### src/rtl/sat_pkg.sv
package sat_pkg;
  localparam int SAT_ENTRIES = 16;
  localparam int SAT_IDX_W   = $clog2(SAT_ENTRIES);
  localparam int SAT_SIZE_W  = 2;

  // control to datapath: write one slot's tags this cycle
  typedef struct packed {
    logic                 wrEn;
    logic [SAT_IDX_W-1:0] wrIdx;
  } sat_strobe_t;
endpackage

### src/rtl/sat_tags.sv
module sat_tags
  import sat_pkg::*;
#(
  parameter int REG_W  = 7,
  parameter int ADDR_W = 32
) (
  input  logic                   clk,
  input  logic                   rst_n,
  input  sat_strobe_t            strobe,
  input  logic [REG_W-1:0]       ldReg,
  input  logic [ADDR_W-1:0]      ldAddr,
  input  logic [SAT_SIZE_W-1:0]  ldSize,
  input  logic [ADDR_W-1:0]      stAddr,
  input  logic [SAT_SIZE_W-1:0]  stSize,
  input  logic [REG_W-1:0]       chkReg,
  output logic [SAT_ENTRIES-1:0] ldRegHit,
  output logic [SAT_ENTRIES-1:0] chkRegHit,
  output logic [SAT_ENTRIES-1:0] stOverlap
);
  localparam int EXT_W = ADDR_W + 1;

  logic [EXT_W-1:0] stLo;
  logic [EXT_W-1:0] stHi;

  // one extra bit keeps the end address exact at the top of memory
  assign stLo = {1'b0, stAddr};
  assign stHi = stLo + (EXT_W'(1) << stSize);

  for (genvar e = 0; e < SAT_ENTRIES; e++) begin : g_slot
    logic [REG_W-1:0]      tagReg;
    logic [ADDR_W-1:0]     tagAddr;
    logic [SAT_SIZE_W-1:0] tagSize;
    logic [EXT_W-1:0]      slotLo;
    logic [EXT_W-1:0]      slotHi;

    always_ff @(posedge clk or negedge rst_n) begin
      if (!rst_n) begin
        tagReg  <= '0;
        tagAddr <= '0;
        tagSize <= '0;
      end else if (strobe.wrEn && strobe.wrIdx == SAT_IDX_W'(e)) begin
        tagReg  <= ldReg;
        tagAddr <= ldAddr;
        tagSize <= ldSize;
      end
    end

    assign slotLo       = {1'b0, tagAddr};
    assign slotHi       = slotLo + (EXT_W'(1) << tagSize);
    assign ldRegHit[e]  = (tagReg == ldReg);
    assign chkRegHit[e] = (tagReg == chkReg);
    assign stOverlap[e] = (slotLo < stHi) && (stLo < slotHi);
  end
endmodule

### src/rtl/sat_ctrl.sv
module sat_ctrl
  import sat_pkg::*;
(
  input  logic                   clk,
  input  logic                   rst_n,
  input  logic                   ldValid,
  input  logic                   stValid,
  input  logic                   chkValid,
  input  logic                   chkClear,
  input  logic [SAT_ENTRIES-1:0] ldRegHit,
  input  logic [SAT_ENTRIES-1:0] chkRegHit,
  input  logic [SAT_ENTRIES-1:0] stOverlap,
  output sat_strobe_t            strobe,
  output logic                   chkDone,
  output logic                   chkPass
);
  logic [SAT_ENTRIES-1:0] valid;
  logic [SAT_ENTRIES-1:0] kill;
  logic [SAT_ENTRIES-1:0] sameReg;
  logic [SAT_ENTRIES-1:0] chkLive;
  logic [SAT_ENTRIES-1:0] clr;
  logic [SAT_ENTRIES-1:0] validNext;
  logic [SAT_IDX_W-1:0]   rrPtr;
  logic [SAT_IDX_W-1:0]   sameIdx;
  logic [SAT_IDX_W-1:0]   freeIdx;
  logic                   tableFull;
  logic                   evict;

  function automatic logic [SAT_IDX_W-1:0] stepPtr(input logic [SAT_IDX_W-1:0] p);
    if (p == SAT_IDX_W'(SAT_ENTRIES - 1)) return '0;
    return p + 1'b1;
  endfunction

  assign kill      = stValid ? (valid & stOverlap) : '0;
  assign sameReg   = valid & ldRegHit;
  assign chkLive   = valid & chkRegHit & ~kill;
  assign clr       = (chkValid && chkClear) ? chkLive : '0;
  assign tableFull = &valid;
  assign evict     = ldValid && tableFull && !(|sameReg);

  always_comb begin
    sameIdx = '0;
    freeIdx = '0;
    for (int i = SAT_ENTRIES - 1; i >= 0; i--) begin
      if (sameReg[i]) sameIdx = SAT_IDX_W'(i);
      if (!valid[i])  freeIdx = SAT_IDX_W'(i);
    end
  end

  always_comb begin
    strobe.wrEn = ldValid;
    if (|sameReg)       strobe.wrIdx = sameIdx;
    else if (!tableFull) strobe.wrIdx = freeIdx;
    else                strobe.wrIdx = rrPtr;
  end

  always_comb begin
    validNext = valid & ~kill & ~clr;
    if (strobe.wrEn) validNext[strobe.wrIdx] = 1'b1;
  end

  always_ff @(posedge clk or negedge rst_n) begin
    if (!rst_n) begin
      valid   <= '0;
      rrPtr   <= '0;
      chkDone <= 1'b0;
      chkPass <= 1'b0;
    end else begin
      valid   <= validNext;
      chkDone <= chkValid;
      chkPass <= chkValid && (|chkLive);
      if (evict) rrPtr <= stepPtr(rrPtr);
    end
  end

  AST_ONE_PER_REG: assert property (@(posedge clk) disable iff (!rst_n)
    $onehot0(valid & chkRegHit));
  AST_LOAD_LANDS: assert property (@(posedge clk) disable iff (!rst_n)
    ldValid |=> valid[$past(strobe.wrIdx)]);
  AST_STORE_FIRST: assert property (@(posedge clk) disable iff (!rst_n)
    (stValid && chkValid && |(valid & chkRegHit & stOverlap)) |=> (chkDone && !chkPass));
  AST_VICTIM_STEP: assert property (@(posedge clk) disable iff (!rst_n)
    (ldValid && (&valid) && !(|(valid & ldRegHit))) |=> (rrPtr == stepPtr($past(rrPtr))));
  AST_CLEAR_DROPS: assert property (@(posedge clk) disable iff (!rst_n)
    (chkValid && chkClear && !ldValid && |(valid & chkRegHit)) |=> !(|(valid & $past(valid & chkRegHit))));
endmodule

### src/rtl/spec_addr_table.sv
module spec_addr_table
  import sat_pkg::*;
#(
  parameter int REG_W  = 7,
  parameter int ADDR_W = 32
) (
  input  logic              clk,
  input  logic              rst_n,
  input  logic              ldValid,
  input  logic [REG_W-1:0]  ldReg,
  input  logic [ADDR_W-1:0] ldAddr,
  input  logic [1:0]        ldSize,
  input  logic              stValid,
  input  logic [ADDR_W-1:0] stAddr,
  input  logic [1:0]        stSize,
  input  logic              chkValid,
  input  logic [REG_W-1:0]  chkReg,
  input  logic              chkClear,
  output logic              chkDone,
  output logic              chkPass
);
  sat_strobe_t            strobe;
  logic [SAT_ENTRIES-1:0] ldRegHit;
  logic [SAT_ENTRIES-1:0] chkRegHit;
  logic [SAT_ENTRIES-1:0] stOverlap;

  sat_tags #(.REG_W(REG_W), .ADDR_W(ADDR_W)) i_tags (
    .clk(clk), .rst_n(rst_n), .strobe(strobe),
    .ldReg(ldReg), .ldAddr(ldAddr), .ldSize(ldSize),
    .stAddr(stAddr), .stSize(stSize), .chkReg(chkReg),
    .ldRegHit(ldRegHit), .chkRegHit(chkRegHit), .stOverlap(stOverlap)
  );

  sat_ctrl i_ctrl (
    .clk(clk), .rst_n(rst_n),
    .ldValid(ldValid), .stValid(stValid), .chkValid(chkValid), .chkClear(chkClear),
    .ldRegHit(ldRegHit), .chkRegHit(chkRegHit), .stOverlap(stOverlap),
    .strobe(strobe), .chkDone(chkDone), .chkPass(chkPass)
  );
endmodule

### config.mk
export PLATFORM = sky130hd
export DESIGN_NAME = spec_addr_table
export DESIGN_NICKNAME = d
export VERILOG_FILES = /design/src/rtl/sat_pkg.sv /design/src/rtl/sat_tags.sv /design/src/rtl/sat_ctrl.sv /design/src/rtl/spec_addr_table.sv
export SDC_FILE = /design/constraint.sdc
export NUM_CORES = 2
export LEC_CHECK = 0
export ABC_AREA = 1
export BUFFER_PORTS_ARGS = -buffer_cell sky130_fd_sc_hd__clkbuf_2
export CAP_MARGIN = 20
export CORE_ASPECT_RATIO = 1.4
export CORE_MARGIN = 4
export CORE_UTILIZATION = 30
export DETAILED_ROUTE_END_ITERATION = 8
export PLACE_DENSITY = 0.52
export SLEW_MARGIN = 20
export SYNTH_ARGS = -nofsm -noshare
export SYNTH_HDL_FRONTEND = slang
export SYNTH_SLANG_ARGS = --single-unit
### constraint.sdc
create_clock -name clk -period 4.1 [get_ports clk]
set_input_delay 0.615 -clock clk [delete_from_list [all_inputs] [get_ports clk]]
set_output_delay 0.615 -clock clk [all_outputs]
set_load 0.02 [all_outputs]
### Word level (Yosys, flattened, before mapping)

Cells that the tools add are included.

| cells by class | value |
|---|---|
| $add $sub $neg | 18 |
| magnitude comparators | 34 |
| equal/unequal tests | 48 |
| shifts and indexed selects | 17 |
| mux-type cells | 43 |
| bitwise logic cells | 9 |
| reduce and logical (&&, ||, !) cells | 42 |

Operators with widths:

| cell | count |
|---|---|
| 32-bit by 33-bit less-than comparator with 1-bit output | 32 |
| 32-bit by 33-bit adder with 33-bit output | 17 |
| 1-bit by 2-bit left shift with 33-bit output (first input constant) | 17 |
| 7-bit equality test | 32 |
| 4-bit 2-to-1 mux | 36 |
| 16-bit AND | 6 |
| 16-bit 2-to-1 mux | 3 |
| 1-bit logical AND | 37 |
| 4-bit equality test (second input constant) | 9 |
| 16-bit NOT | 2 |
| 16-bit OR reduction | 2 |
| 4-bit by 3-bit equality test with 1-bit output (second input constant) | 4 |
| 16-bit bitwise OR | 1 |
| 16-bit AND reduction | 1 |
| 4-bit by 2-bit equality test with 1-bit output (second input constant) | 2 |
| 4-bit by 5-bit less-than comparator with 1-bit output (second input constant) | 1 |
| 4-bit by 1-bit adder with 4-bit output (second input constant) | 1 |
| 1-bit demux with 4-bit select | 1 |
| 4-bit by 1-bit equality test with 1-bit output (second input constant) | 1 |
| 4-bit by 1-bit >= comparator with 1-bit output (second input constant) | 1 |
| 4-bit zero test | 1 |
| 1-bit 2-to-1 mux | 3 |
| 1-bit zero test | 1 |

| word-level totals | value |
|---|---|
| register bits after elaboration | 678 |
| input bits | 88 |
| output and inout port bits | 2 |
| logic and storage cells | 263 |

### Logic depth before layout (Yosys ltp)

| depth | value |
|---|---|
| depth after elaboration | 25 |
| gate-level depth with buffers | 35 |
| mapped depth without buffers | 35 |

### By module

Synthesis repeated with hierarchy kept, for this count alone.

| second synthesis, totals | value |
|---|---|
| cell total of the unflattened synthesis | 9,008 |
| area total of the unflattened synthesis | 65,048.6 µm² |

By module, submodules not included:

| module | times used | cells an instance | area each (µm²) | seq. area each (µm²) |
|---|---|---|---|---|
| sat_tags | 1 | 8,751 | 63,314.5 | 16,415.7 |
| sat_ctrl | 1 | 257 | 1,734.2 | 550.5 |

### Worst setup path before layout

Ideal clock, no wire load.

| timing | value |
|---|---|
| path kind | in2reg |
| start point | input stSize[1] |
| end point | register i_ctrl.chkPass |
| library setup time | 115 ps |
| arrival | 4,642 ps |
| required time | 3,985 ps |
| path slack | -657 ps |
| stages | 30 |
| buffers on the path | 0 |
| path through | nor2_1 > ha_1 > fa_1 > nand3_1 > nand2_1 > nand2_1 > nor3_1 > nand2_1 > nor2_1 > inv_1 > nor3_1 > nand3_1 > nor3_1 > nand3_1 > xor2_1 > ha_1 > a21oi_1 > nor2_1 > a211oi_1 > nor2_1 > nor2_1 > nand3_1 > nor3_1 > nand2_1 > nand3_1 > nand2_1 > nor2_1 > nand2_1 > nor2_1 > nor2_1 |

| on the way | value |
|---|---|
| longest elaborated chain between the ends | 10 |
| elaborated cells between the ends (all ways) | 40 |
| those cells by class | 1 x add/sub; 16 x order compare; 1 x shift; 1 x mux; 3 x bitwise; 18 x reduce/logical |

Ends and longest elaborated chain:

| element | RTL line | text |
|---|---|---|
| from (decl) | spec_addr_table.sv:15 | `input logic [1:0] stSize,` |
| 1-bit by 2-bit left shift with 33-bit output * | sat_tags.sv:27 | `assign stHi = stLo + (EXT_W'(1) << stSize);` |
| 32-bit by 33-bit adder with 33-bit output * | sat_tags.sv:27 |  |
| 32-bit by 33-bit less-than comparator with 1-bit output | sat_tags.sv:52 | `assign stOverlap[e] = (slotLo < stHi) && (stLo < slotHi);` |
| 1-bit logical AND | sat_tags.sv:52 |  |
| 16-bit AND * | sat_ctrl.sv:34 | `assign kill = stValid ? (valid & stOverlap) : '0;` |
| 16-bit 2-to-1 mux * | sat_ctrl.sv:34 |  |
| 16-bit NOT * | sat_ctrl.sv:36 | `assign chkLive = valid & chkRegHit & ~kill;` |
| 16-bit AND * | sat_ctrl.sv:36 |  |
| 16-bit OR reduction * | sat_ctrl.sv:71 | `chkPass <= chkValid && (\|chkLive);` |
| 1-bit logical AND * | sat_ctrl.sv:71 |  |
| to (signal assigned) | sat_ctrl.sv:71 |  |
| to (decl) | sat_ctrl.sv:15 | `output logic chkPass` |

Every way passes the cells marked *; elsewhere a longest branch is shown, timed or not.
A chain may end at the register's enable or synchronous reset.

### Final worst setup path

| timing | value |
|---|---|
| start point | register i_tags.g_slot[11].tagSize[1] |
| end point | register i_ctrl.chkPass |

| on the way | value |
|---|---|
| longest elaborated chain between the ends | 10 |

Ends and longest elaborated chain:

| element | RTL line | text |
|---|---|---|
| from (decl) | sat_tags.sv:32 | `logic [SAT_SIZE_W-1:0] tagSize;` |
| from (signal assigned) | sat_tags.sv:44 | `tagSize <= ldSize;` |
| 1-bit by 2-bit left shift with 33-bit output | sat_tags.sv:49 | `assign slotHi = slotLo + (EXT_W'(1) << tagSize);` |
| 32-bit by 33-bit adder with 33-bit output | sat_tags.sv:49 |  |
| 32-bit by 33-bit less-than comparator with 1-bit output | sat_tags.sv:52 |  |
| 1-bit logical AND | sat_tags.sv:52 |  |
| 16-bit AND | sat_ctrl.sv:34 |  |
| 16-bit 2-to-1 mux | sat_ctrl.sv:34 |  |
| 16-bit NOT | sat_ctrl.sv:36 |  |
| 16-bit AND | sat_ctrl.sv:36 |  |
| 16-bit OR reduction | sat_ctrl.sv:71 |  |
| 1-bit logical AND | sat_ctrl.sv:71 |  |

Every way passes these cells.

==> results by stage <==
Yosys:
- The largest total area in the synthesized netlist belongs to dfrtp_1.
- The library cell with the highest instance count after synthesis is nand2_1.
- After synthesis, the most frequently instantiated cells are nand2_1 (2532), ha_1 (1061), nand4_1 (917).
- Of all flip-flops after synthesis, the portion carrying an async set or reset was 1.00.
- The net count after synthesis is 10100.
- Yosys attributes the largest share of cell area to dfrtp_1 (26%), ha_1 (20%), nand2_1 (14%).
- Counting flops and latches in the post-synthesis netlist gives between 600 and 700.
- The number of synthesis warnings is 0.
- The number of different library cells used by synthesis comes to 63.
- The post-synthesis cell area is 66400 um^2.
- Of the post-synthesis cell area, the dominant cell type holds 0.256.
- The number of enable-type register cells in the synthesized netlist is 0.
- The average footprint of a synthesized cell is about 7.4 um^2.
- Synthesis produced 8982 cells.
- For this run, the register share of the synthesized area comes to 0.256.
- For this run, the leading register cell type out of synthesis is dfrtp_1.

Finish:
- Compared with the post-synthesis result, the final layout area differs by 32.9%.
- The number of nets in the layout is around 12000.
- In the final layout, flip-flops and latches occupy 17000 um^2.
- In the final layout, the multi-input gates occupy roughly 48000 um^2.
- Of the cells placed in the final design, the portion with a size suffix greater than 1 is 0.237.
- Summing all non-filler instances in the final layout gives an area of 88200 um^2.
- The filler cells instantiated in the layout total 22600.
- The finished layout holds ~13000 standard cells, fillers aside.
- Measured on the finished design, the core utilization comes to 0.400.

Floorplanning:
- The count of boundary I/O pins is 90.
- The initialized floorplan defines 204 standard-cell rows.
- After floorplanning, the core was sized to cover 221000 um^2.
- The floorplan step set the die width to 406 um.
- The die is 565 um tall.
- The initial utilization of the core area, before any placement, comes to 0.301.
- The total die area is 229000 um^2.

Critical path:
- For the worst setup path, the data arrival time is 5710 ps.
- In this design, the critical path's most frequently occurring cell is nor2_2.
- The worst-path maximum fanout is 5.
- The critical path capture point type is a register.
- The delay of the slowest cell on the worst path is ~440 ps.
- The type of element launching the critical path is a register.
- The critical path start-end classification is reg2reg.
- The master of the slowest instance on the critical path is dfrtp_2.
- STA puts the critical path data required time at 4760 ps.

Placement:
- The final weighted congestion in routability-driven placement is between 1 and 1.5.
- The number of port buffers is 89.
- The cell total after placement is 13100.
- The detailed placement HPWL is 254000 um.
- In this run the cell area measured after placement is around 82000 um^2.

Routing:
- The DRC violation count after routing is 0.
- For this block, the via count after detailed routing is 73100.
- The total wirelength of the detailed-routed design is 336000 um.
- The violation count after the first detailed-route iteration is 5254.
- Dividing the detail-routed via count by the number of cells gives 5.47.
- The first TritonRoute pass finished after 5 iterations.
- The number of nets with antenna violations after routing is 0.
- The per-cell routed wire length is 25.2 um.

STA:
- The worst hold margin is roughly 320 ps.
- The max-slew headroom at the worst pin is 0.218.
- At the pin with the least slew margin, the transition time is 1170 ps.
- The final number of setup-violating endpoints is 17.
- The worst setup skew after layout is 44.1 ps.
- The achievable frequency is 0.198 GHz.
- Setup repair after global routing could not meet its margin everywhere.
- The minimum setup slack in the final design is -954 ps.
- Dividing the final minimum period by the clock period gives 1.23.
- The final hold violation count is 0.
- The final count of pins violating max slew is 0.
- The final critical path time including I/O delays and setup is around 5100 ps.

Global route:
- Entering global routing, the biggest net connects between 90 and 100 pins.
- The global route total overflow is 0.
- The wire length of the first global-routing pass is 481000 um.
- The initial antenna violation count was 12.
- The all-layer global routing usage is 0.285.
- The number of global-route vias before repair is 74100.

Pwr:
- The total power after layout is between 30 and 40 mW.
- In this run the power density over the cells is 429 nW/um^2.
- IR analysis of the VDD net gives a maximum drop of 560 uV.
- The total leakage power is around 43 nW.

Clock network:
- Clock tree synthesis inserted a total of 89 buffers.
- The cell at the root of the clock tree is clkbuf_16.
- The maximum root-to-sink buffer count is 3.
- TritonCTS built the clock tree.
- The clock transition at the registers of the reported paths is ~60 ps.
- For the worst-skew pair, the clock arrives at the later sink with an insertion delay of 800 ps.
- The total number of H-tree levels is 3.
- For this design, the sink count on the clock tree is 678.

Outcome:
- The flow ran to the end, but the final reports show violations.
- The final reports fail on negative setup slack.

Min path:
- The class of the tightest hold or removal check is in2reg.

Flow run:
- Max-cap violations in this run came to 0.
## timing repair
action                                  4_1_cts  5_1_grt
pin swaps                                   144      252
resized for setup                           335      301
cloned                                        1        0
hold buffers                                  2        0
endpoints found under the setup margin       17       17
buffers inserted                             64       64
endpoints found under the hold margin        49        0
## logic make-up after synthesis
kind of cell               count (synthesis)  synth area share
DFF                                      678             0.256
AOI/OAI and AO/OA                        849            0.0735
buffers and inverters                   1001            0.0645
and+or+nand+nor                         4825             0.329
xor gates and xnor gates                 551            0.0727
adders and majority gates               1078             0.205
## power by group
part / switching [mW] / internal [mW]
combinational: 12.4 / 7.60
clock: 3.60 / 4.63
sequential: 1.63 / 7.99
## area by class of cell
class,count,share of cell area
inverters,598,0.0256
flip-flops and latches,678,0.192
clock buffers,123,0.0288
diodes,9,0.000255
multi-input cells,7303,0.546
clock inverters,27,0.00366
well taps,2884,0.0409
repair buffers,1750,0.162
## critical path, delay by kind of cell (launching register included)
family	cells	cell delay, ps
flops	1	440
compound gates	3	330
xor+xnor	1	180
simple gates	20	2230
fa+ha+maj	3	670
buf+inv	8	1040
## final timing paths
path                       depth (start not counted)  slack (ps)                                  endpoint                                     start
max in group asynchronous                          3        2460  i_tags.g_slot[14].tagSize[1]$_DFFE_PN0P_                                     rst_n
max reg2reg                                       35        -950                  i_ctrl.chkPass$_DFF_PN0_  i_tags.g_slot[11].tagSize[1]$_DFFE_PN0P_
max                                               35        -950                  i_ctrl.chkPass$_DFF_PN0_  i_tags.g_slot[11].tagSize[1]$_DFFE_PN0P_
min in group asynchronous                          2         440   i_tags.g_slot[9].tagSize[1]$_DFFE_PN0P_                                     rst_n
min                                                4         320    i_tags.g_slot[2].tagReg[2]$_DFFE_PN0P_                                  ldReg[2]
min reg2reg                                        2         500   i_tags.g_slot[11].tagReg[0]$_DFFE_PN0P_   i_tags.g_slot[11].tagReg[0]$_DFFE_PN0P_
## through the flow
step | worst slack (ps) | TNS, ps
2_1_floorplan | -242 | -375
3_3_place_gp | -1910 | -25630
3_5_place_dp | -1870 | -25390
4_1_cts | -979 | -9650
5_1_grt | -1200 | -13140
6_report | -954 | -8700
## registers in the layout (all words and copies together) (netlist names)
register	count
i_ctrl.chkDone	1
i_ctrl.chkPass	1
i_ctrl.rrPtr	4
i_ctrl.valid	16
i_tags.g_slot.tagAddr	512
i_tags.g_slot.tagReg	112
i_tags.g_slot.tagSize	32
## layer usage
metal	part of all wire	GRT usage	vias to the layer above	wire (um)
met5	0.000033	0	-	11
met3	0.051	0.0394	1122	17100
met1	0.35	0.293	35400	118000
met4	0.11	0.259	2	37200
met2	0.49	0.503	2584	164000
li1	-	-	34000	-
## placed cells by master (no fill, tap or decap), types with 15 or more instances in the layout
cell	instances
nand2_1	2461
buf_4	1522
ha_1	1032
nand4_1	917
dfrtp_1	672
inv_1	554
nor2_1	536
a21oi_1	417
xor2_1	342
nand3_1	229
nor3_1	195
xnor2_1	180
o21ai_0	156
buf_12	97
clkbuf_16	89
clkbuf_2	85
nand3_2	83
a211oi_1	80
nand2_2	62
nor2_2	57
nor2_4	48
nor3_2	43
buf_6	39
inv_2	37
nor4_1	35
nand3_4	30
o221ai_1	27
nor3_4	23
a21oi_2	21
ha_4	21
nand2_4	19
clkbuf_8	19
a211oi_2	18
nor4_2	16
o211ai_1	16
xor2_2	15
nand3b_1	15
clkbuf_1	15
No activity file was read; power rests on OpenSTA's default activity.
